==> config.mk <==
export PLATFORM = sky130hd
export DESIGN_NAME = lcr_status_bank
export DESIGN_NICKNAME = d
export VERILOG_FILES = /design/src/rtl/lcr_pkg.sv /design/src/rtl/lcr_addr_decode.sv /design/src/rtl/lcr_status_word.sv /design/src/rtl/lcr_read_mux.sv /design/src/rtl/lcr_status_bank.sv
export SDC_FILE = /design/constraint.sdc
export NUM_CORES = 1
export LEC_CHECK = 0
export BUFFER_PORTS_ARGS = -buffer_cell sky130_fd_sc_hd__buf_2
export CORE_AREA = 2 2 142 144
export DETAILED_ROUTE_END_ITERATION = 8
export DIE_AREA = 0 0 144 146
export PLACE_DENSITY = 0.77
export SLEW_MARGIN = 25
export SYNTH_ARGS = -nofsm -noshare
export SYNTH_HDL_FRONTEND = slang
export SYNTH_SLANG_ARGS = --single-unit
==> constraint.sdc <==
create_clock -name clk_i -period 4.06 [get_ports clk_i]
set_input_delay 0 -clock clk_i [delete_from_list [all_inputs] [get_ports clk_i]]
set_output_delay 0 -clock clk_i [all_outputs]
set_load 0.01 [all_outputs]
==> src/rtl/lcr_pkg.sv <==
package lcr_pkg;

   typedef enum logic [1:0] {
      CELL_LIVE       = 2'd0,
      CELL_LATCH_HIGH = 2'd1,
      CELL_LATCH_LOW  = 2'd2
   } cell_kind_e;

   function automatic cell_kind_e cell_kind(input logic sticky, input logic latch_high);
      if (!sticky)
         return CELL_LIVE;
      else if (latch_high)
         return CELL_LATCH_HIGH;
      else
         return CELL_LATCH_LOW;
   endfunction

endpackage

==> src/rtl/lcr_addr_decode.sv <==
module lcr_addr_decode #(
   parameter int unsigned ADDR_W    = 12,
   parameter int unsigned NUM_REGS  = 10,
   parameter int unsigned BASE_ADDR = 'h200,
   localparam int unsigned IDX_W    = $clog2(NUM_REGS)
) (
   input  logic              clk_i,
   input  logic              rst_ni,
   input  logic              acc_en_i,
   input  logic              acc_we_i,
   input  logic [ADDR_W-1:0] acc_addr_i,
   output logic              rd_hit_o,
   output logic [IDX_W-1:0]  rd_index_o,
   output logic [NUM_REGS-1:0] clr_o
);

   localparam int unsigned   WORD_W  = ADDR_W - 2;
   localparam logic [ADDR_W-1:0] BASE_V = ADDR_W'(BASE_ADDR);
   localparam logic [WORD_W-1:0] BASE_WORD = BASE_V[ADDR_W-1:2];
   localparam logic [WORD_W-1:0] NUM_WORD  = WORD_W'(NUM_REGS);

   logic [WORD_W-1:0] word_addr;
   logic [WORD_W-1:0] word_off;
   logic              aligned;
   logic              above_base;
   logic              in_span;

   assign word_addr  = acc_addr_i[ADDR_W-1:2];
   assign word_off   = word_addr - BASE_WORD;
   assign aligned    = (acc_addr_i[1:0] == 2'b00);
   assign above_base = (word_addr >= BASE_WORD);
   assign in_span    = (word_off < NUM_WORD);

   assign rd_hit_o   = acc_en_i && !acc_we_i && aligned && above_base && in_span;
   assign rd_index_o = word_off[IDX_W-1:0];

   for (genvar i = 0; i < NUM_REGS; i++) begin : g_clr
      assign clr_o[i] = rd_hit_o && (word_off == WORD_W'(i));
   end

   AST_ONE_WORD_CLEARED: assert property (@(posedge clk_i) disable iff (!rst_ni)
      $onehot0(clr_o));

   AST_WRITE_CLEARS_NONE: assert property (@(posedge clk_i) disable iff (!rst_ni)
      (acc_en_i && acc_we_i) |-> (clr_o == '0));

   AST_MISALIGNED_CLEARS_NONE: assert property (@(posedge clk_i) disable iff (!rst_ni)
      (acc_addr_i[1:0] != 2'b00) |-> (clr_o == '0));

endmodule

==> src/rtl/lcr_status_word.sv <==
module lcr_status_word
   import lcr_pkg::*;
#(
   parameter int unsigned        DATA_W      = 32,
   parameter logic [DATA_W-1:0]  STICKY_MASK = '0,
   parameter logic [DATA_W-1:0]  HIGH_MASK   = '0
) (
   input  logic              clk_i,
   input  logic              rst_ni,
   input  logic [DATA_W-1:0] cond_i,
   input  logic              clr_i,
   output logic [DATA_W-1:0] word_o
);

   for (genvar b = 0; b < DATA_W; b++) begin : g_bit
      localparam cell_kind_e KIND = cell_kind(STICKY_MASK[b], HIGH_MASK[b]);

      if (KIND == CELL_LATCH_HIGH) begin : g_lh
         logic q;
         always_ff @(posedge clk_i) begin
            if (!rst_ni)
               q <= 1'b0;
            else if (clr_i)
               q <= cond_i[b];
            else
               q <= q | cond_i[b];
         end
         assign word_o[b] = q;

         AST_LH_SETS: assert property (@(posedge clk_i) disable iff (!rst_ni)
            cond_i[b] |=> word_o[b]);
         AST_LH_HOLDS: assert property (@(posedge clk_i) disable iff (!rst_ni)
            (word_o[b] && !clr_i) |=> word_o[b]);
         AST_LH_CLEARS: assert property (@(posedge clk_i) disable iff (!rst_ni)
            (clr_i && !cond_i[b]) |=> !word_o[b]);
      end else if (KIND == CELL_LATCH_LOW) begin : g_ll
         logic q;
         always_ff @(posedge clk_i) begin
            if (!rst_ni)
               q <= 1'b1;
            else if (clr_i)
               q <= ~cond_i[b];
            else
               q <= q & ~cond_i[b];
         end
         assign word_o[b] = q;

         AST_LL_SETS: assert property (@(posedge clk_i) disable iff (!rst_ni)
            cond_i[b] |=> !word_o[b]);
         AST_LL_HOLDS: assert property (@(posedge clk_i) disable iff (!rst_ni)
            (!word_o[b] && !clr_i) |=> !word_o[b]);
         AST_LL_CLEARS: assert property (@(posedge clk_i) disable iff (!rst_ni)
            (clr_i && !cond_i[b]) |=> word_o[b]);
      end else begin : g_live
         assign word_o[b] = cond_i[b];
      end
   end

endmodule

==> src/rtl/lcr_read_mux.sv <==
module lcr_read_mux #(
   parameter int unsigned DATA_W   = 32,
   parameter int unsigned NUM_REGS = 10,
   localparam int unsigned IDX_W   = $clog2(NUM_REGS)
) (
   input  logic                       clk_i,
   input  logic                       rst_ni,
   input  logic [NUM_REGS*DATA_W-1:0] words_i,
   input  logic                       rd_hit_i,
   input  logic [IDX_W-1:0]           rd_index_i,
   output logic [DATA_W-1:0]          rd_data_o
);

   logic [DATA_W-1:0] sel_word;

   always_comb begin
      sel_word = '0;
      for (int i = 0; i < NUM_REGS; i++) begin
         if (rd_index_i == IDX_W'(i))
            sel_word = words_i[i*DATA_W +: DATA_W];
      end
   end

   always_ff @(posedge clk_i) begin
      if (!rst_ni)
         rd_data_o <= '0;
      else if (rd_hit_i)
         rd_data_o <= sel_word;
      else
         rd_data_o <= '0;
   end

   AST_IDLE_READS_ZERO: assert property (@(posedge clk_i) disable iff (!rst_ni)
      !rd_hit_i |=> (rd_data_o == '0));

endmodule

==> src/rtl/lcr_status_bank.sv <==
module lcr_status_bank #(
   parameter int unsigned ADDR_W    = 12,
   parameter int unsigned DATA_W    = 32,
   parameter int unsigned NUM_REGS  = 10,
   parameter int unsigned BASE_ADDR = 'h200,
   parameter logic [NUM_REGS*DATA_W-1:0] STICKY_MASK =
      {NUM_REGS{{(DATA_W/2){1'b0}}, {(DATA_W/2){1'b1}}}},
   parameter logic [NUM_REGS*DATA_W-1:0] HIGH_MASK =
      {NUM_REGS{{(DATA_W-DATA_W/4){1'b0}}, {(DATA_W/4){1'b1}}}}
) (
   input  logic                       clk_i,
   input  logic                       rst_ni,
   input  logic                       acc_en_i,
   input  logic                       acc_we_i,
   input  logic [ADDR_W-1:0]          acc_addr_i,
   input  logic [NUM_REGS*DATA_W-1:0] cond_i,
   output logic [DATA_W-1:0]          rd_data_o
);

   localparam int unsigned IDX_W    = $clog2(NUM_REGS);
   localparam longint unsigned SPAN = longint'(BASE_ADDR) + 4 * longint'(NUM_REGS);

   if (NUM_REGS < 2) begin : g_chk_regs
      $error("lcr_status_bank: NUM_REGS must be at least 2");
   end
   if (DATA_W < 4) begin : g_chk_width
      $error("lcr_status_bank: DATA_W must be at least 4");
   end
   if (ADDR_W < IDX_W + 2) begin : g_chk_addr
      $error("lcr_status_bank: ADDR_W too narrow for NUM_REGS words");
   end
   if ((BASE_ADDR % 4) != 0) begin : g_chk_align
      $error("lcr_status_bank: BASE_ADDR must be word aligned");
   end
   if (SPAN > (longint'(1) << ADDR_W)) begin : g_chk_span
      $error("lcr_status_bank: register span exceeds address space");
   end

   logic                       rd_hit;
   logic [IDX_W-1:0]           rd_index;
   logic [NUM_REGS-1:0]        clr_vec;
   logic [NUM_REGS*DATA_W-1:0] words;

   lcr_addr_decode #(
      .ADDR_W    (ADDR_W),
      .NUM_REGS  (NUM_REGS),
      .BASE_ADDR (BASE_ADDR)
   ) u_decode (
      .clk_i      (clk_i),
      .rst_ni     (rst_ni),
      .acc_en_i   (acc_en_i),
      .acc_we_i   (acc_we_i),
      .acc_addr_i (acc_addr_i),
      .rd_hit_o   (rd_hit),
      .rd_index_o (rd_index),
      .clr_o      (clr_vec)
   );

   for (genvar i = 0; i < NUM_REGS; i++) begin : g_word
      lcr_status_word #(
         .DATA_W      (DATA_W),
         .STICKY_MASK (STICKY_MASK[i*DATA_W +: DATA_W]),
         .HIGH_MASK   (HIGH_MASK[i*DATA_W +: DATA_W])
      ) u_word (
         .clk_i  (clk_i),
         .rst_ni (rst_ni),
         .cond_i (cond_i[i*DATA_W +: DATA_W]),
         .clr_i  (clr_vec[i]),
         .word_o (words[i*DATA_W +: DATA_W])
      );
   end

   lcr_read_mux #(
      .DATA_W   (DATA_W),
      .NUM_REGS (NUM_REGS)
   ) u_mux (
      .clk_i      (clk_i),
      .rst_ni     (rst_ni),
      .words_i    (words),
      .rd_hit_i   (rd_hit),
      .rd_index_i (rd_index),
      .rd_data_o  (rd_data_o)
   );

   AST_WRITE_READS_ZERO: assert property (@(posedge clk_i) disable iff (!rst_ni)
      (acc_en_i && acc_we_i) |=> (rd_data_o == '0));

   AST_RESERVED_READS_ZERO: assert property (@(posedge clk_i) disable iff (!rst_ni)
      (acc_en_i && (longint'(acc_addr_i) >= SPAN)) |=> (rd_data_o == '0));

endmodule

==> flow_metrics.tcl, run 1 <==
set metrics [dict create \
    synth.most_common_cell "dfxtp_1" \
    powerDensity_nw_per_um2 336 \
    vdd_ir_drop_max_mv 0.326 \
    cap_violations 0 \
    synth_area_leader_cell "dfxtp_1" \
    grt_pass1_vias 11400 \
    cts-root-buf "clkbuf_16" \
    route.detailed.drc 0 \
    cts_inserted_buffers 17 \
    p_leak_nw 5.91 \
    rows 51 \
    yosys_warnings 0 \
    final.period_utilization_pct 73.8 \
    outcome "finished clean" \
    cts_setup_buffers 0 \
    grt_pass1_wl_mm 62.2 \
    ys.flop_type "dfxtp_1" \
    ios 368 \
    die_w_um 144 \
    htreeDepth 4 \
    cp-end-kind "register" \
    setup_slack_ps 1060 \
    slew_violations 0 \
    synthCells 1085 \
    track_usage_pct 38.8 \
    drive_gt1_share_pct 26.9 \
    tritoncts "yes" \
    ant_nets 0 \
    syn_area_per_cell_um2 8.23 \
    grt_max_degree 135 \
    place_inst 1639 \
    grt_antenna_before_repair 10 \
    post-dp-hpwl_mm 24.7 \
    ys_seq_area_share_pct 43.1 \
    synth_area_um2 8930 \
    syn_nets 1422 \
    via_count 11100 \
    post_drt_wl_per_cell_um 22.0 \
    cts.sinks 192 \
    yosys.area_share.simple_pct 21.2 \
    fmax_ghz 0.334 \
    hold_slack_ps 21.4 \
    drt_wl_total_mm 41.8 \
    synthTopCellsByArea "dfxtp_1, o21ai_0, a21oi_1" \
    worstMarginPinSlew_ps 1060 \
    pre_cts_ws_ps 1190 \
    worstPathArrival_ps 3320 \
    grt-ovfl-total 0 \
    synth_top_family_by_area "compound AO/OA/AOI/OAI gates" \
    design.core.area_um2 19300 \
    clkSlewWorstSetupHoldPaths_ps 70 \
    synth_compound_area_share_pct 25.7 \
    cp.required_ps 4380 \
    skew_ps 11.4 \
    synth.top_cell.area_share_pct 43.1 \
    finalNonFillerCells 1897 \
    slew-limit-headroom_pct 29.1 \
    crit_type "in -> reg" \
    synth_xor_area_share_pct 0.0981 \
    dieHeight_um 146 \
    power.total_mw 4.57 \
    finalHoldViolations 0 \
    drt_iter0_drc 1227 \
    rsz0062_at_grt "false" \
    fin_nets 1946 \
    synth_cell_types 42 \
    viasPerCell 5.87 \
    hold_class "in -> reg" \
    dr.pass1.iters 8 \
    fp.dieArea_um2 21000 \
    syn_to_final_growth_pct 52.6 \
    synth_fa_ha_area_share_pct 0.140 \
    cts_max_path_buffers 2 \
    yosys-top-cells-count "dfxtp_1, o21ai_0, nor2_1" \
    synth.area.mux_share_pct 5.41 \
    tns_ps 0 \
    gp_congestion 0.910 \
    synth-seq-cells 192 \
    initial_core_util_pct 46.2 \
    period_needed_ps 3000 \
    setup_viol 0 \
    start_kind "input port" \
    synth_edf_count 0 \
    port_buffers 367 \
    synthArstFlopShare_pct 0 \
    cp_max_fo 62 \
    clk_latency_ps 450 \
]
==> flip-flops by register name, indices dropped and copies added, names as in the netlist <==
register and flops:
g_word.u_word.g_bit.g_lh.q 80, g_word.u_word.g_bit.g_ll.q 80, u_mux.rd_data_o 32
==> metrics by stage <==
step	util [%]	area [um^2]
3_5_place_dp	56.0	10800
5_1_grt	70.4	13600
2_1_floorplan	-	8930
6_report	70.4	13600
4_1_cts	70.3	13600
3_3_place_gp	56.0	10800
==> metal layers <==
metal | routed length [um] | GRT usage [%] | vias to the layer above
li1 | - | - | 4907
met1 | 14800 | 42.4 | 5138
met2 | 19800 | 63.5 | 834
met3 | 3710 | 9.51 | 254
met4 | 3490 | 30.6 | 2
met5 | 13 | 1.20 | -
==> cells by family (layout without fill, tap and decap cells) <==
| logic type | count (synthesis) | after routing |
|---|---|---|
| compound gates | 396 | 396 |
| simple gates | 356 | 356 |
| flops | 192 | 192 |
| buf+inv | 92 | 629 |
| mux | 47 | 47 |
| fa+ha+maj | 1 | 1 |
| xor+xnor | 1 | 1 |
| other cells | 0 | 10 |
==> report_power, final <==
group          switching [mW]  internal [mW]  leakage, nW
logic                   0.382          0.415         4.01
registers              0.0692           2.00         1.60
clock network           0.766          0.944        0.290
==> timing repair <==
item | 4_1_cts | 5_1_grt
gates resized for setup | 0 | 0
hold buffers | 216 | 0
hold endpoints to repair | 175 | 0
==> layout by cell type, fill, tap and decap left out, types with 5 or more instances in the layout <==
master,instances
nand3b_1,26
dfxtp_1,192
nand3_1,6
dlygate4sd3_1,216
a211oi_1,28
a221oi_1,6
nand2_1,39
o21ai_0,178
mux2i_1,37
a21boi_0,26
nor3_1,26
buf_2,365
clkbuf_16,17
a22o_1,5
nor2_1,126
or3_1,28
nor2b_1,77
clkinv_4,5
diode_2,10
a21oi_1,124
buf_4,12
mux2_2,10
a32o_1,25
==> final cells by class <==
cell class              count  area, um^2
diodes                     10        25.0
clock buffers              20         457
clock inverters            12         135
fillers                  1450        5720
inverters                   3        11.3
multi-input cells         801        4720
flip-flops and latches    192        3840
well taps                 265         332
repair buffers            594        4090
==> final timing paths <==
| check | slack, ps | to | cells after the start | from |
|---|---|---|---|---|
| min reg2reg | 510 | g_word[3].u_word.g_bit[8].g_ll.q | 2 | g_word[3].u_word.g_bit[8].g_ll.q |
| min | 20 | u_mux.rd_data_o[23] | 4 | cond_i[183] |
| max | 1060 | g_word[1].u_word.g_bit[1].g_lh.q | 7 | acc_addr_i[2] |
| max reg2reg | 2510 | u_mux.rd_data_o[11] | 4 | g_word[2].u_word.g_bit[11].g_ll.q |
==> critical path, cell delays in order <==
cell           delay, ps
buf_4                510
buf_4                760
nand2b_1             450
or4_1                710
a21oi_1              240
nor2b_1               70
dlygate4sd3_1        550
(Power assumes the default switching activity.)
==> inputs of run 2 (changes only) <==
--- a/config.mk
+++ b/config.mk
@@ -6,10 +6,10 @@
 export NUM_CORES = 1
 export LEC_CHECK = 0
 export BUFFER_PORTS_ARGS = -buffer_cell sky130_fd_sc_hd__buf_2
-export CORE_AREA = 2 2 142 144
+export CORE_AREA = 2 2 143 145
 export DETAILED_ROUTE_END_ITERATION = 8
-export DIE_AREA = 0 0 144 146
-export PLACE_DENSITY = 0.77
+export DIE_AREA = 0 0 145 147
+export PLACE_DENSITY = 0.76
 export SLEW_MARGIN = 25
 export SYNTH_ARGS = -nofsm -noshare
 export SYNTH_HDL_FRONTEND = slang
==> constraint.sdc (replaced) <==
create_clock -name clk_i -period 2.9 [get_ports clk_i]
set_input_delay 0 -clock clk_i [delete_from_list [all_inputs] [get_ports clk_i]]
set_output_delay 0 -clock clk_i [all_outputs]
set_load 0.01 [all_outputs]
==> flow_metrics.tcl, run 2 (synthesis gave the netlist of run 1 again) <==
set metrics [dict create \
    rsz0062_at_grt "false" \
    cp_num_buf_inv 3 \
    syn_to_final_growth_pct 50.1 \
    r2r-end "u_mux.rd_data_o[4]" \
    dr.pass1.iters 7 \
    clk_latency_ps 430 \
    route.detailed.drc 0 \
    cts.sinks 192 \
    finalNonFillerCells 1889 \
    utilization_pct 67.5 \
    cts_inserted_buffers 17 \
    initial_core_util_pct 45.0 \
    cp.required_ps 3280 \
    holdPathEnd "u_mux.rd_data_o[31]" \
    post-dp-hpwl_mm 25.3 \
    cts_setup_buffers 0 \
    setup_viol 0 \
    tns_ps 0 \
    design.core.area_um2 19800 \
    pre_cts_ws_ps 536 \
    cap_violations 0 \
    crit_type "in -> reg" \
    ant_nets 0 \
    final.period_utilization_pct 80.6 \
    outcome "finished clean" \
    crit_cells 8 \
    slowest_stage "dlygate4sd3_1" \
    ios 368 \
    slew-limit-headroom_pct 52.2 \
    setup_slack_ps 564 \
    fp.dieArea_um2 21300 \
    track_usage_pct 34.9 \
    min-delay-start "cond_i[287]" \
    drt_wl_total_mm 38.9 \
    worstMarginPinSlew_ps 717 \
    drt_iter0_drc 865 \
    crit_path_cell_trace "buf_2, nor2_2, buf_4, o21ai_0, or3_1, a32o_1, a211oi_1, dlygate4sd3_1" \
    nFillCells 1600 \
    slew_violations 0 \
    grt_pass1_wl_mm 58.2 \
    skew_ps 8.07 \
    via_count 10700 \
    reg2reg_depth 4 \
    worstPathArrival_ps 2720 \
    dieHeight_um 147 \
    grt_antenna_before_repair 17 \
    crit_family "buffers and inverters" \
    hold_slack_ps 56.4 \
    viasPerCell 5.67 \
    grt-ovfl-total 0 \
    period_needed_ps 2340 \
    hold_class "in -> reg" \
    top_regs "g_word.u_word.g_bit.g_lh.q x80, g_word.u_word.g_bit.g_ll.q x80, u_mux.rd_data_o x32" \
    powerDensity_nw_per_um2 467 \
    cts-root-buf "clkbuf_16" \
    cp-end-kind "register" \
    finalHoldViolations 0 \
    place_inst 1651 \
    fmax_ghz 0.428 \
    max_stage_delay_ps 580 \
    cts_max_path_buffers 2 \
    p_leak_nw 5.79 \
    start_kind "input port" \
    gp_congestion 0.964 \
    fin_nets 1925 \
    final_common_cell "buf_2" \
    worst_r2r_startpoint "g_word[2].u_word.g_bit[4].g_lh.q" \
    clkSlewWorstSetupHoldPaths_ps 70 \
    die_w_um 145 \
    grt_pass1_vias 10700 \
    grt_max_degree 83 \
    cp_max_fo 26 \
    hold_depth 4 \
    htreeDepth 4 \
    port_buffers 367 \
    tritoncts "yes" \
    vdd_ir_drop_max_mv 0.416 \
    final_cell_mix "buf_2, dfxtp_1, dlygate4sd3_1, o21ai_0, nor2_1" \
    post_drt_wl_per_cell_um 20.6 \
    rows 52 \
    reg2reg_slack_ps 1460 \
    drive_gt1_share_pct 27.5 \
]
-- run 2: cell types whose count changed in the layout (fill, tap and decap cells not counted), sizes merged --
cell	previous run	this run
buf	378	385
bufinv	2	1
clkbuf	20	22
dlygate4sd3	216	188
clkinv	8	4
inv	4	7
diode	10	18
-- run 2: repair_timing --
item                                   4_1_cts  5_1_grt
gates resized for setup                      0        0
endpoints found under the hold margin      174        0
hold buffers                               188        0
-- run 2: worst max path at each step --
stage                  start                          endpoint  slack (ps)
2_1_floorplan  acc_addr_i[9]  g_word[1].u_word.g_bit[0].g_lh.q        1240
3_3_place_gp   acc_addr_i[2]               u_mux.rd_data_o[23]         500
3_5_place_dp   acc_addr_i[2]               u_mux.rd_data_o[23]         540
4_1_cts        acc_addr_i[2]               u_mux.rd_data_o[20]         550
5_1_grt        acc_addr_i[4]               u_mux.rd_data_o[20]         470
6_report       acc_addr_i[4]               u_mux.rd_data_o[17]         560
-- run 2: metrics by stage --
stage | area, um^2 | total power, mW
floorplan | 8930 | 3.36
global placement | 10900 | 3.74
detailed placement | 10900 | 3.76
CTS | 13400 | 6.23
global route | 13400 | 6.48
finish | 13400 | 6.26
-- run 2: power breakdown --
part           leakage [nW]  switching (mW)  internal (mW)
clock network         0.282            1.06           1.27
registers              1.60          0.0885           2.80
logic                  3.91           0.499          0.553
total                  5.79            1.65           4.62
-- run 2: routing by layer --
layer | track usage (%) | up-vias | routed length, um
met1 | 38.7 | 4982 | 14300
met2 | 59.9 | 653 | 18900
li1 | - | 4888 | -
met4 | 25.6 | 0 | 2770
met5 | 0 | - | 0
met3 | 6.65 | 195 | 2920
-- run 2: worst reg2reg max path: cells and delay by family (launching register included) --
kind / cells / cell delay (ps)
AOI/OAI and AO/OA: 3 / 600
and+or+nand+nor: 1 / 390
DFF: 1 / 350
-- run 2: final cells by class --
type                            count  area, um^2  area share [%]
Clock buffer                       22         474            3.54
Sequential cell                   192        3840            28.7
Antenna cell                       18        45.0           0.336
Timing Repair Buffer              573        3880            29.0
Tap cell                          270         338            2.52
Clock inverter                     10         100           0.747
Multi-Input combinational cell    801        4700            35.1
Inverter                            3        11.3          0.0840
==> inputs of run 3 (changes only) <==
--- a/config.mk
+++ b/config.mk
@@ -5,11 +5,12 @@
 export SDC_FILE = /design/constraint.sdc
 export NUM_CORES = 1
 export LEC_CHECK = 0
+export ABC_AREA = 1
 export BUFFER_PORTS_ARGS = -buffer_cell sky130_fd_sc_hd__buf_2
-export CORE_AREA = 2 2 143 145
+export CORE_AREA = 2 2 142 144
 export DETAILED_ROUTE_END_ITERATION = 8
-export DIE_AREA = 0 0 145 147
-export PLACE_DENSITY = 0.76
+export DIE_AREA = 0 0 144 146
+export PLACE_DENSITY = 0.75
 export SLEW_MARGIN = 25
 export SYNTH_ARGS = -nofsm -noshare
 export SYNTH_HDL_FRONTEND = slang
==> constraint.sdc (replaced) <==
create_clock -name clk_i -period 2.2 [get_ports clk_i]
set_input_delay 0 -clock clk_i [delete_from_list [all_inputs] [get_ports clk_i]]
set_output_delay 0 -clock clk_i [all_outputs]
set_load 0.01 [all_outputs]
==> flow_metrics.tcl, run 3 <==
set metrics [dict create \
    outcome "finished clean" \
    start_kind "input port" \
    via_count 10700 \
    yosys.area_share.simple_pct 31.2 \
    skew_ps 16.9 \
    synth_compound_area_share_pct 16.1 \
    setup_viol 0 \
    syn_to_final_growth_pct 54.6 \
    cp_common_cell "nand2_1" \
    viasPerCell 5.30 \
    ys_seq_area_share_pct 44.5 \
    clkSlewWorstSetupHoldPaths_ps 90 \
    synth_area_um2 8630 \
    crit_cells 11 \
    synth_cell_types 33 \
    cp.required_ps 2590 \
    synthTopCellsByArea "dfxtp_1, nor2_1, a21oi_1" \
    vdd_ir_drop_max_mv 0.513 \
    track_usage_pct 35.7 \
    yosys_warnings 0 \
    dieHeight_um 146 \
    hold_class "in -> reg" \
    grt-ovfl-total 0 \
    synth_fa_ha_area_share_pct 0.145 \
    finalHoldViolations 0 \
    drt_iter0_drc 654 \
    post-dp-hpwl_mm 23.5 \
    crit_type "in -> reg" \
    cp-end-kind "register" \
    synth-seq-cells 192 \
    clk_latency_ps 440 \
    tritoncts "yes" \
    synth.top_cell.area_share_pct 44.5 \
    grt_pass1_vias 10800 \
    route.detailed.drc 0 \
    cp_max_fo 27 \
    synth.most_common_cell "nor2_1" \
    grt_max_degree 82 \
    rsz0062_at_grt "false" \
    cts_hold_buf 218 \
    max_stage_delay_ps 550 \
    port_buffers 367 \
    utilization_pct 69.0 \
    cts-root-buf "clkbuf_16" \
    drt_wl_total_mm 37.0 \
    slew-limit-headroom_pct 64.6 \
    fmax_ghz 0.499 \
    rows 51 \
    final_common_cell "buf_2" \
    period_needed_ps 2000 \
    dr.pass1.iters 7 \
    synth.area.mux_share_pct 0 \
    synth_area_leader_cell "dfxtp_1" \
    cts.sinks 192 \
    post_drt_wl_per_cell_um 18.4 \
    top_regs "g_word.u_word.g_bit.g_lh.q x80, g_word.u_word.g_bit.g_ll.q x80, u_mux.rd_data_o x32" \
    ctsResizeCount 0 \
    drive_gt1_share_pct 27.3 \
    slew_violations 0 \
    die_w_um 144 \
    crit_path_cell_trace "buf_2, nor2_4, inv_4, nor2_8, nand2_1, nand3_1, nor2_1, nand4_1, nand2_1, a21oi_1, dlygate4sd3_1" \
    cts_setup_buffers 0 \
    nFillCells 1517 \
    initial_core_util_pct 44.7 \
    ys.flop_type "dfxtp_1" \
    fin_nets 2069 \
    cap_violations 0 \
    p_leak_nw 6.26 \
    final_cell_mix "buf_2, nor2_1, dlygate4sd3_1, dfxtp_1, nand2_1" \
    worstMarginPinSlew_ps 531 \
    final.period_utilization_pct 91.1 \
    grt_pass1_wl_mm 57.3 \
    synth_edf_count 0 \
    cts_max_path_buffers 2 \
    power.total_mw 8.35 \
    grt_antenna_before_repair 8 \
    cts_inserted_buffers 17 \
    reg2reg_depth 3 \
    fp.dieArea_um2 21000 \
    crit_family "simple AND/OR/NAND/NOR gates" \
    tns_ps 0 \
    htreeDepth 4 \
    hold_depth 2 \
    syn_nets 1506 \
    worstPathArrival_ps 2390 \
    yosys-top-cells-count "nor2_1, dfxtp_1, nand2_1" \
    synth_xor_area_share_pct 0 \
    synthCells 1169 \
    synthArstFlopShare_pct 0 \
    ant_nets 0 \
    cp_num_buf_inv 3 \
    powerDensity_nw_per_um2 626 \
    synth_top_family_by_area "simple AND/OR/NAND/NOR gates" \
    syn_area_per_cell_um2 7.39 \
    slowest_stage "dlygate4sd3_1" \
    design.core.area_um2 19300 \
    gp_congestion 0.987 \
    ios 368 \
]
-- run 3: cell types whose count changed in the layout (fill, tap and decap cells not counted), moves of 28 or more --
| cell | delta |
|---|---|
| a211oi_1 | -28 |
| dlygate4sd3_1 | +30 |
| inv_1 | +45 |
| mux2i_1 | -37 |
| nand2_1 | +143 |
| nand3_1 | +58 |
| nand4_1 | +38 |
| nor2_1 | +117 |
| nor2b_1 | -77 |
| o21ai_0 | -129 |
| o21ai_1 | +62 |
| or3_1 | -28 |
-- run 3: final timing paths --
check / startpoint / to / slack [ps]
worst max register to register: g_word[8].u_word.g_bit[14].g_ll.q / g_word[8].u_word.g_bit[14].g_ll.q / 910
worst min-delay path: rst_ni / g_word[5].u_word.g_bit[12].g_ll.q / 30
worst min register to register: g_word[6].u_word.g_bit[1].g_lh.q / g_word[6].u_word.g_bit[1].g_lh.q / 490
worst max-delay path: acc_addr_i[3] / u_mux.rd_data_o[16] / 200
-- run 3: worst register-to-register path: cells and delay by family, from the launching register on --
family	cells	cell delay, ps
compound gates	1	110
buf+inv	1	590
flops	1	330
simple gates	1	160
-- run 3: final cells by class --
class	instances	area, um^2	share of cell area, %
Antenna cell	6	15.0	0.113
Clock buffer	17	425	3.19
Clock inverter	15	189	1.42
Inverter	65	251	1.88
Multi-Input combinational cell	852	4120	30.8
Sequential cell	192	3840	28.8
Tap cell	265	332	2.48
Timing Repair Buffer	604	4170	31.3
-- run 3: kinds of logic after synthesis --
family,Yosys count
buf+inv,125
simple gates,580
compound gates,271
flops,192
fa+ha+maj,1
-- run 3: through the flow --
step / setup WS (ps) / instances / hold slack (ps) / area [um^2]
final: 196 / 2016 / 32.3 / 13300
after global routing: 60.3 / 2013 / 46.7 / 13300
after CTS: 400 / 2010 / 1.98 / 13300
after detailed placement: 446 / 1760 / 184 / 10500
after global placement: 504 / 1760 / 180 / 10500
after floorplan: 843 / 1169 / 97.1 / 8630
-- run 3: where the power goes --
| group | internal, mW | total, mW | switching (mW) |
|---|---|---|---|
| registers | 3.68 | 3.80 | 0.112 |
| clock network | 1.65 | 3.24 | 1.59 |
| logic | 0.677 | 1.31 | 0.634 |
-- run 3: layer usage --
metal / wire [um] / GRT usage (%)
met2: 18300 / 60.2
met1: 12700 / 37.9
met5: 14 / 0
met4: 2460 / 23.1
met3: 3500 / 11.7
